`config.mk`:
```
export PLATFORM = sky130hd
export DESIGN_NAME = async_regbus_slave
export DESIGN_NICKNAME = d
export VERILOG_FILES = /design/src/rtl/async_regbus_pkg.sv /design/src/rtl/rb_sync.sv /design/src/rtl/rb_addr_latch.sv /design/src/rtl/rb_regfile.sv /design/src/rtl/rb_handshake.sv /design/src/rtl/async_regbus_slave.sv
export SDC_FILE = /design/constraint.sdc
export NUM_CORES = 2
export LEC_CHECK = 0
export ABC_AREA = 1
export BUFFER_PORTS_ARGS = -buffer_cell sky130_fd_sc_hd__buf_2
export CORE_MARGIN = 1
export CORE_UTILIZATION = 40
export DETAILED_ROUTE_END_ITERATION = 7
export SLEW_MARGIN = 20
export SYNTH_ARGS = -nofsm -noshare
export SYNTH_HDL_FRONTEND = slang
export SYNTH_HIERARCHICAL = 1
export SYNTH_SLANG_ARGS = --single-unit
```
`constraint.sdc`:
```
create_clock -name clk -period 3.1 [get_ports clk]
set_input_delay 0 -clock clk [delete_from_list [all_inputs] [get_ports clk]]
set_output_delay 0 -clock clk [all_outputs]
set_load 0.05 [all_outputs]
```
`src/rtl/async_regbus_pkg.sv`:
```
package async_regbus_pkg;
  localparam int ADDR_W      = 7;
  localparam int DATA_W      = 8;
  localparam int SYNC_STAGES = 2;
  localparam int RDY_DLY     = 2;

  // width of a counter that must reach value n
  function automatic int cnt_width(input int n);
    return (n < 1) ? 1 : $clog2(n + 1);
  endfunction

  // rising clock edges from a strobe falling to ready being seen low
  function automatic int ready_latency(input int stages, input int dly);
    return stages + dly;
  endfunction
endpackage

```
`src/rtl/rb_sync.sv`:
```
module rb_sync #(
  parameter int             W       = 1,
  parameter int             STAGES  = 2,
  parameter logic [W-1:0]   RST_VAL = '0
) (
  input  logic         clk,
  input  logic         rst_n,
  input  logic [W-1:0] d,
  output logic [W-1:0] q
);
  logic [STAGES-1:0][W-1:0] stg;

  generate
    if (STAGES == 1) begin : g_single
      always_ff @(posedge clk) begin
        if (!rst_n) stg <= RST_VAL;
        else        stg <= d;
      end
    end else begin : g_chain
      always_ff @(posedge clk) begin
        if (!rst_n) stg <= {STAGES{RST_VAL}};
        else        stg <= {stg[STAGES-2:0], d};
      end
    end
  endgenerate

  assign q = stg[STAGES-1];
endmodule

```
`src/rtl/rb_addr_latch.sv`:
```
module rb_addr_latch #(
  parameter int ADDR_W = 7
) (
  input  logic              clk,
  input  logic              rst_n,
  input  logic              ale_s,
  input  logic [ADDR_W-1:0] addr_s,
  output logic              ale_fall,
  output logic [ADDR_W-1:0] addr_q
);
  logic ale_d;

  always_ff @(posedge clk) begin
    if (!rst_n) begin
      ale_d  <= 1'b0;
      addr_q <= '0;
    end else begin
      ale_d <= ale_s;
      if (ale_s) addr_q <= addr_s;
    end
  end

  assign ale_fall = ale_d & ~ale_s;

  // once the strobe is low the target address is frozen
  a_r1_addr_hold: assert property (@(posedge clk) disable iff (!rst_n)
    !ale_s |=> $stable(addr_q));
endmodule

```
`src/rtl/rb_regfile.sv`:
```
module rb_regfile #(
  parameter int ADDR_W = 7,
  parameter int DATA_W = 8
) (
  input  logic              clk,
  input  logic              rst_n,
  input  logic              we,
  input  logic [ADDR_W-1:0] waddr,
  input  logic [DATA_W-1:0] wdata,
  input  logic [ADDR_W-1:0] raddr,
  output logic [DATA_W-1:0] rdata
);
  localparam int DEPTH = 1 << ADDR_W;

  logic [DEPTH-1:0][DATA_W-1:0] mem;

  always_ff @(posedge clk) begin
    if (!rst_n)  mem        <= '0;
    else if (we) mem[waddr] <= wdata;
  end

  assign rdata = mem[raddr];

  // storage changes only on a commit
  a_r4_store_only_on_commit: assert property (@(posedge clk) disable iff (!rst_n)
    !we |=> $stable(mem));
endmodule

```
`src/rtl/rb_handshake.sv`:
```
module rb_handshake #(
  parameter int DATA_W = 8,
  parameter int DLY    = 2
) (
  input  logic              clk,
  input  logic              rst_n,
  input  logic              rd_seen,
  input  logic              wr_seen,
  input  logic              ale_fall,
  input  logic [DATA_W-1:0] din_s,
  output logic              rdy_n,
  output logic              conflict,
  output logic              wr_commit,
  output logic [DATA_W-1:0] wdata
);
  import async_regbus_pkg::*;
  localparam int CNT_W = cnt_width(DLY);

  logic wr_d;
  logic conflict_q;
  logic active;
  logic wr_rise;

  always_ff @(posedge clk) begin
    if (!rst_n) begin
      wr_d       <= 1'b0;
      conflict_q <= 1'b0;
      wdata      <= '0;
    end else begin
      wr_d <= wr_seen;
      if (rd_seen && wr_seen) conflict_q <= 1'b1;
      else if (ale_fall)      conflict_q <= 1'b0;
      if (wr_seen && !rd_seen) wdata <= din_s;
    end
  end

  assign conflict  = conflict_q;
  assign active    = (rd_seen ^ wr_seen) & ~conflict_q;
  assign wr_rise   = wr_d & ~wr_seen;
  assign wr_commit = wr_rise & ~conflict_q & ~rd_seen;

  generate
    if (DLY == 0) begin : g_nodly
      assign rdy_n = ~active;
    end else begin : g_cnt
      logic [CNT_W-1:0] cnt;
      always_ff @(posedge clk) begin
        if (!rst_n || !active)           cnt <= '0;
        else if (cnt != CNT_W'(DLY))     cnt <= cnt + 1'b1;
      end
      assign rdy_n = ~(active && (cnt == CNT_W'(DLY)));
    end
  endgenerate

  // a conflicting access neither commits nor completes
  a_r7_conflict_blocks: assert property (@(posedge clk) disable iff (!rst_n)
    conflict_q |-> (!wr_commit && rdy_n));
  // with no strobe seen, ready is released
  a_r6_idle_not_ready: assert property (@(posedge clk) disable iff (!rst_n)
    (!rd_seen && !wr_seen) |-> rdy_n);
endmodule

```
`src/rtl/async_regbus_slave.sv`:
```
module async_regbus_slave #(
  parameter int ADDR_W      = async_regbus_pkg::ADDR_W,
  parameter int DATA_W      = async_regbus_pkg::DATA_W,
  parameter int SYNC_STAGES = async_regbus_pkg::SYNC_STAGES,
  parameter int RDY_DLY     = async_regbus_pkg::RDY_DLY
) (
  input  logic              clk,
  input  logic              rst_n,
  input  logic [ADDR_W-1:0] bus_addr,
  input  logic              bus_ale,
  input  logic              bus_rd_n,
  input  logic              bus_wr_n,
  input  logic [DATA_W-1:0] bus_din,
  output logic [DATA_W-1:0] bus_dout,
  output logic              bus_doe,
  output logic              bus_rdy_n
);
  localparam int BUS_W = ADDR_W + DATA_W;

  // synchronised host signals, strobes turned active high
  logic [2:0]        ctl_s;
  logic              ale_s, rd_seen, wr_seen;
  logic [BUS_W-1:0]  bus_s;
  logic [ADDR_W-1:0] addr_s, addr_q;
  logic [DATA_W-1:0] din_s, wdata, rdata;
  logic              ale_fall, conflict, wr_commit;

  rb_sync #(.W(3), .STAGES(SYNC_STAGES), .RST_VAL(3'b000)) u_ctl_sync (
    .clk(clk), .rst_n(rst_n),
    .d({bus_ale, ~bus_rd_n, ~bus_wr_n}), .q(ctl_s));

  rb_sync #(.W(BUS_W), .STAGES(SYNC_STAGES), .RST_VAL('0)) u_bus_sync (
    .clk(clk), .rst_n(rst_n), .d({bus_addr, bus_din}), .q(bus_s));

  assign {ale_s, rd_seen, wr_seen} = ctl_s;
  assign {addr_s, din_s}           = bus_s;

  rb_addr_latch #(.ADDR_W(ADDR_W)) u_addr (
    .clk(clk), .rst_n(rst_n), .ale_s(ale_s), .addr_s(addr_s),
    .ale_fall(ale_fall), .addr_q(addr_q));

  rb_handshake #(.DATA_W(DATA_W), .DLY(RDY_DLY)) u_hs (
    .clk(clk), .rst_n(rst_n), .rd_seen(rd_seen), .wr_seen(wr_seen),
    .ale_fall(ale_fall), .din_s(din_s), .rdy_n(bus_rdy_n),
    .conflict(conflict), .wr_commit(wr_commit), .wdata(wdata));

  rb_regfile #(.ADDR_W(ADDR_W), .DATA_W(DATA_W)) u_regs (
    .clk(clk), .rst_n(rst_n), .we(wr_commit), .waddr(addr_q),
    .wdata(wdata), .raddr(addr_q), .rdata(rdata));

  // output enable follows the raw read strobe so release is immediate
  assign bus_doe  = rst_n & ~bus_rd_n & bus_wr_n & ~conflict;
  assign bus_dout = bus_doe ? rdata : '0;

  // never drive while a conflict is pending
  a_r7_no_drive_conflict: assert property (@(posedge clk) disable iff (!rst_n)
    conflict |-> !bus_doe);
  // ready only completes an access with exactly one strobe seen
  a_r5_ready_single_strobe: assert property (@(posedge clk) disable iff (!rst_n)
    !bus_rdy_n |-> (rd_seen != wr_seen));
  // reset leaves ready released and no commit
  a_r8_reset_quiet: assert property (@(posedge clk)
    !rst_n |=> (bus_rdy_n && !wr_commit));
  // a seen write strobe never enables the output
  a_r9_write_no_drive: assert property (@(posedge clk) disable iff (!rst_n)
    (wr_seen && !bus_wr_n) |-> !bus_doe);
endmodule

```
Word level (Yosys, flattened, before mapping):

Index checks and enable logic that the tools add are counted.

* $add $sub $neg: 1
* order comparisons: 2
* eq/ne operators: 2
* muxes and demuxes: 8
* bitwise operators: 16
* reductions and logical operators: 9

Operators with widths (number)
* bitwise mux 1024 bit: 1
* binary-select mux 8 bit (select 7 bit): 1
* demux 8 bit (select 7 bit): 1
* two-way mux 8 bit: 3
* AND 1 bit: 8
* less-than comparator 7 x 8 -> 1 bit, second input constant: 1
* >= comparator 7 x 1 -> 1 bit, second input constant: 1
* NOT 1 bit: 7
* logical AND 1 bit: 4
* logical NOT 1 bit: 3
* adder 2 x 1 -> 2 bit, second input constant: 1
* == test 2 bit, second input constant: 1
* two-way mux 1 bit: 2
* inequality test 2 bit, second input constant: 1
* nonzero test 2 bit: 1
* logical OR 1 bit: 1
* bitwise XOR 1 bit: 1

* register bits: 1080
* input port bits: 20
* logic and storage cells: 176

Depth between registers and ports, before layout:

* depth in word-level cells: 5
* depth in mapped cells: 16

Modules after synthesis:

The synthesis kept the hierarchy.

By module, submodules not included
* rb_regfile: times used 1, cells an instance 7008, area each 46607.2 um^2, sequential area each 20499.7 um^2
* rb_sync at u_bus_sync: times used 1, cells an instance 108, area each 972.2 um^2, sequential area each 600.6 um^2
* rb_handshake: times used 1, cells an instance 65, area each 484.2 um^2, sequential area each 240.2 um^2
* rb_addr_latch: times used 1, cells an instance 50, area each 339.1 um^2, sequential area each 160.2 um^2
* rb_sync at u_ctl_sync: times used 1, cells an instance 21, area each 187.7 um^2, sequential area each 120.1 um^2
* async_regbus_slave: times used 1, cells an instance 23, area each 91.3 um^2, sequential area each 0.0 um^2

Least setup slack after synthesis:

Ideal clock, no wire load.

* path type: register -> output
* from: register u_addr.addr_q[2]
* to: output port bus_dout[2]
* arrival time: 2120 ps
* data required time: 3100 ps
* path slack: 980 ps
* cell stages (with the launch flop): 13
* cell sequence: dfxtp_1 clkbuf_1 clkbuf_1 nand3_1 nand3_1 nand2_1 nand2_1 nand3_1 nand2_1 nand2_1 nand2_1 inv_1 nor2_1

* word-level cells in the longest chain between the ends: 3

Ends and longest elaborated chain
* start: declaration: RTL line rb_addr_latch.sv:9 `output logic [ADDR_W-1:0] addr_q`
* start signal: assignment: RTL line rb_addr_latch.sv:19 `if (ale_s) addr_q <= addr_s;`
* binary-select mux 8 bit (select 7 bit): RTL line rb_regfile.sv:22 `assign rdata = mem[raddr];`
* two-way mux 8 bit (not written as such): RTL line rb_regfile.sv:22
* named net rdata[2]: RTL line async_regbus_slave.sv:25 `logic [DATA_W-1:0] din_s, wdata, rdata;`
* two-way mux 8 bit: RTL line async_regbus_slave.sv:53 `assign bus_dout = bus_doe ? rdata : '0;`
* end: declaration: RTL line async_regbus_slave.sv:14 `output logic [DATA_W-1:0] bus_dout,`

The timed path passes the listed nets, and every way through them passes these cells. The select of a mux whose other input is x is not followed.

Worst setup path in the final report:

* from: register u_addr.addr_q[0]
* to: output port bus_dout[1]

Same word-level chain as after synthesis.

==> results.tsv <==
stage	metric	value	unit
grt	antenna_found_initial	1	
critical_path	worstPathCellList	buf_12, clkinv_16, buf_16, buf_12, buf_8, nand2_1, nand3_1, nand3_2, nand3_2, nand2_2, nand2_1, nand3_2, nand2_1, nand2_1, nand2_1, inv_1, nor2_2, buf_6, buf_12	
routing	drt_wl_total	179	mm
grt	grtUsageTotal	0.273	
critical_path	cp.arrival	3.11	ns
critical_path	path_common_cell	nand2_1	
routing	drt_iter0_markers	6026	
cells_and_area	fillers	11900	
placement	hpwl	96.3	mm
power_and_ir_drop	power.density	530	nW/um^2
timing	clock_skew	0.0289	ns
synthesis	synth_seq_cells	1080	
die	die_area	123000	sq um
clock_network	clkTransAtPathRegs	0.06	ns
critical_path	critPathRequiredTime	3.10	ns
grt	top_usage_layer	met2	
cells_and_area	register_area	21700	sq um
grt	grt_first_pass_wirelength	266	mm
clock_network	numCtsBuffers	116	
power_and_ir_drop	peakVddDrop	0.000477	V
timing	rsz0062_at_grt	true	
routing	viasPerCell	5.48	
timing	slew_headroom	0.317	
grt	grt_max_degree	155	
clock_network	insertion_delay	0.72	ns
routing	drc	0	
cells_and_area	multi_input_area	24800	sq um
grt	grt_use_met3	0.0394	
die	die_h	351	um
synthesis	syn_inst	7275	
die	fp.dieW	351	um
synthesis	seq_area_frac_synth	0.444	
critical_path	cp_slowest_cell	dfxtp_4	
cells_and_area	nNetsFinal	7272	
critical_path	cpPeakStageDelay	0.39	ns
grt	grt_pass1_vias	44800	
critical_path	cp_max_fo	6	
die	core_area	120000	sq um
critical_path	path_class	reg -> out	
clock_network	cts_root_buffer	clkbuf_16	
cells_and_area	fin_util	0.486	
outcome	outcome	finished with violations	
timing	fin_crit_sh	1.00	
power_and_ir_drop	p_int	23.3	mW
synthesis	syn_area	48700	sq um
placement	gp_congestion	0.910	
power_and_ir_drop	power_frac_clock	0.465	
synthesis	syn_nets	7298	
critical_path	endpoint_kind	output port	
cells_and_area	area_growth	20.0	%
hold_path	hp-class	in -> reg	
clock_network	cts_sinks	1080	
grt	met1_usage	0.372	
synthesis	ys_warn_count	6	
run	maxCapViolCount	0	
clock_network	h-tree-depth	3	
timing	worst_slew_pin_slew	1.02	ns
synthesis	ys_types	20	
timing	timing.final.ws_setup	-0.00837	ns
timing	max_freq	322	MHz
timing	finalSetupViolations	1	
power_and_ir_drop	swShare	0.249	
critical_path	cp-start-kind	register	
timing	slew_viol_final	0	
routing	vias	49100	
power_and_ir_drop	power_switching	7.72	mW
cells_and_area	drive_above_1_share	0.138	
grt	grtUsageMet2	0.433	
routing	final_antenna_net_count	0	
die	rows	127	
die	start_util	0.405	
timing	hold_violations	0	
clock_network	cts_tree	built	
synthesis	synth.avg_cell_area	6.69	sq um
critical_path	ff2ff_setup_slack	0.42	ns
clock_network	clk_path_buf_depth	3	
cells_and_area	n_antenna_cell	0	
routing	wl_per_cell	20.0	um
power_and_ir_drop	p_leak	26.4	nW
placement	portBuffers	29	
grt	grt-ovfl-total	0	
outcome	violations	negative setup slack	
power_and_ir_drop	power	31.0	mW
routing	first_pass_iters	7	
power_and_ir_drop	p_seq_frac	0.452	
timing	period_needed	3.11	ns
power_and_ir_drop	combPwrFrac	0.083	
die	num_io_pins	30	
[layout make-up]
class | instances | share of cell area
Timing Repair inverter | 8 | 0.00218
Tap cell | 1612 | 0.0345
Sequential cell | 1080 | 0.371
Clock buffer | 172 | 0.0586
Timing Repair Buffer | 329 | 0.0847
Clock inverter | 42 | 0.00857
Multi-Input combinational cell | 5477 | 0.424
Inverter | 237 | 0.0161
[final timing paths]
check	cells past startpoint	from	to
min	4	bus_din[1]	u_bus_sync/stg[1]
max	19	u_addr/addr_q[0]	bus_dout[1]
max reg2reg	12	u_addr/addr_q[1]	u_regs/mem[84]
min reg2reg	2	u_bus_sync/stg[5]	u_bus_sync/q[5]
[cells in the mapped netlist]
cell	instances	share of area
ha_1	3	0.00077
nor3_1	1	0.00010
buf_1	75	0.0058
buf_2	136	0.014
inv_2	152	0.012
dfxtp_1	1080	0.44
buf_4	42	0.0065
nand2_1	1257	0.097
o21ai_0	920	0.095
buf_6	41	0.0095
inv_6	1	0.00018
clkbuf_1	187	0.014
nand3_1	930	0.096
o21ai_1	112	0.012
nor2_2	60	0.0077
nand2_2	2	0.00026
inv_1	84	0.0065
a21boi_1	1	0.00015
nor2_1	2121	0.16
nor2_4	70	0.016
[layer usage]
| metal | vias up | wire length [um] |
|---|---|---|
| met5 | - | 13 |
| met4 | 2 | 6930 |
| met3 | 362 | 15300 |
| met2 | 2253 | 81000 |
| met1 | 23100 | 76100 |
| li1 | 23300 | - |
[cell families (layout without fill, tap and decap cells)]
logic type / count (synthesis) / after routing / share of synthesized area
AOI/OAI and AO/OA: 1033 / 1033 / 0.106
buffers and inverters: 718 / 788 / 0.0685
and+or+nand+nor: 4441 / 4441 / 0.380
adders and majority gates: 3 / 3 / 0.000771
DFF: 1080 / 1080 / 0.444
[flip-flops by register name, indices dropped and copies added, names as in the netlist]
name	flops
u_bus_sync/q	15
u_ctl_sync/q	3
u_addr/addr_q	7
u_regs/mem	1024
u_hs/wdata	8
u_hs/conflict	1
u_hs/g_cnt.cnt	2
u_hs/wr_d	1
u_bus_sync/stg	15
u_ctl_sync/stg	3
u_addr/ale_d	1
[layout by cell type, fill, tap and decap left out, types with 2 or more instances in the layout]
cell and instances:
nor2_1 2115, nand2_1 1179, dfxtp_1 1067, o21ai_0 920, nand3_1 779, inv_2 152, clkbuf_16 151, nand3_2 147
o21ai_1 112, buf_4 102, inv_1 81, nor2_4 72, nand2_2 68, nor2_2 64, buf_12 58, buf_16 42
dlygate4sd3_1 40, clkbuf_8 27, clkbuf_1 27, clkinv_2 23, buf_6 21, buf_2 20, nand2_4 12, bufinv_16 11
dfxtp_4 11, buf_8 7, bufbuf_16 6, clkinv_1 4, clkinvlp_4 4, nand3_4 4, clkinv_16 3, ha_1 3
inv_8 2, inv_6 2, inv_16 2, dfxtp_2 2
[worst max-delay path, delay by kind of cell, from the launching register on]
kind          cells  cell delay (ns)
buf+inv           8             1.13
flops             1             0.39
simple gates     11             0.86
[power groups by stage]
stage | combinational, mW | sequential [mW] | clock [mW]
after floorplan | 1.20 | 14.2 | 0
final | 2.58 | 14.0 | 14.4
after global routing | 2.67 | 14.0 | 15.2
after CTS | 2.19 | 14.0 | 14.5
after detailed placement | 1.84 | 14.3 | 0
after global placement | 1.84 | 14.3 | 0
[through the flow]
step                setup slack [ns]  hold WS (ns)  std cells  instance area [sq um]  setup TNS, ns
finish                      -0.00837        0.0327       8957                  58400       -0.00837
global route                 -0.0744        0.0552       8957                  58400         -0.312
CTS                          -0.0191      0.000694       8895                  56100        -0.0522
detailed placement             0.176         0.185       8577                  50300              0
global placement               0.151         0.180       8577                  50300              0
floorplan                      0.980        0.0935       7275                  48700              0
[repair_timing]
action,in CTS,in global routing
gates cloned,33,37
setup buffers,33,28
gates resized for setup,108,268
endpoints found under the hold margin,111,0
hold buffers,40,0
endpoints found under the setup margin,8,8
pin swaps,6,65
No activity file was read; power rests on OpenSTA's default activity.
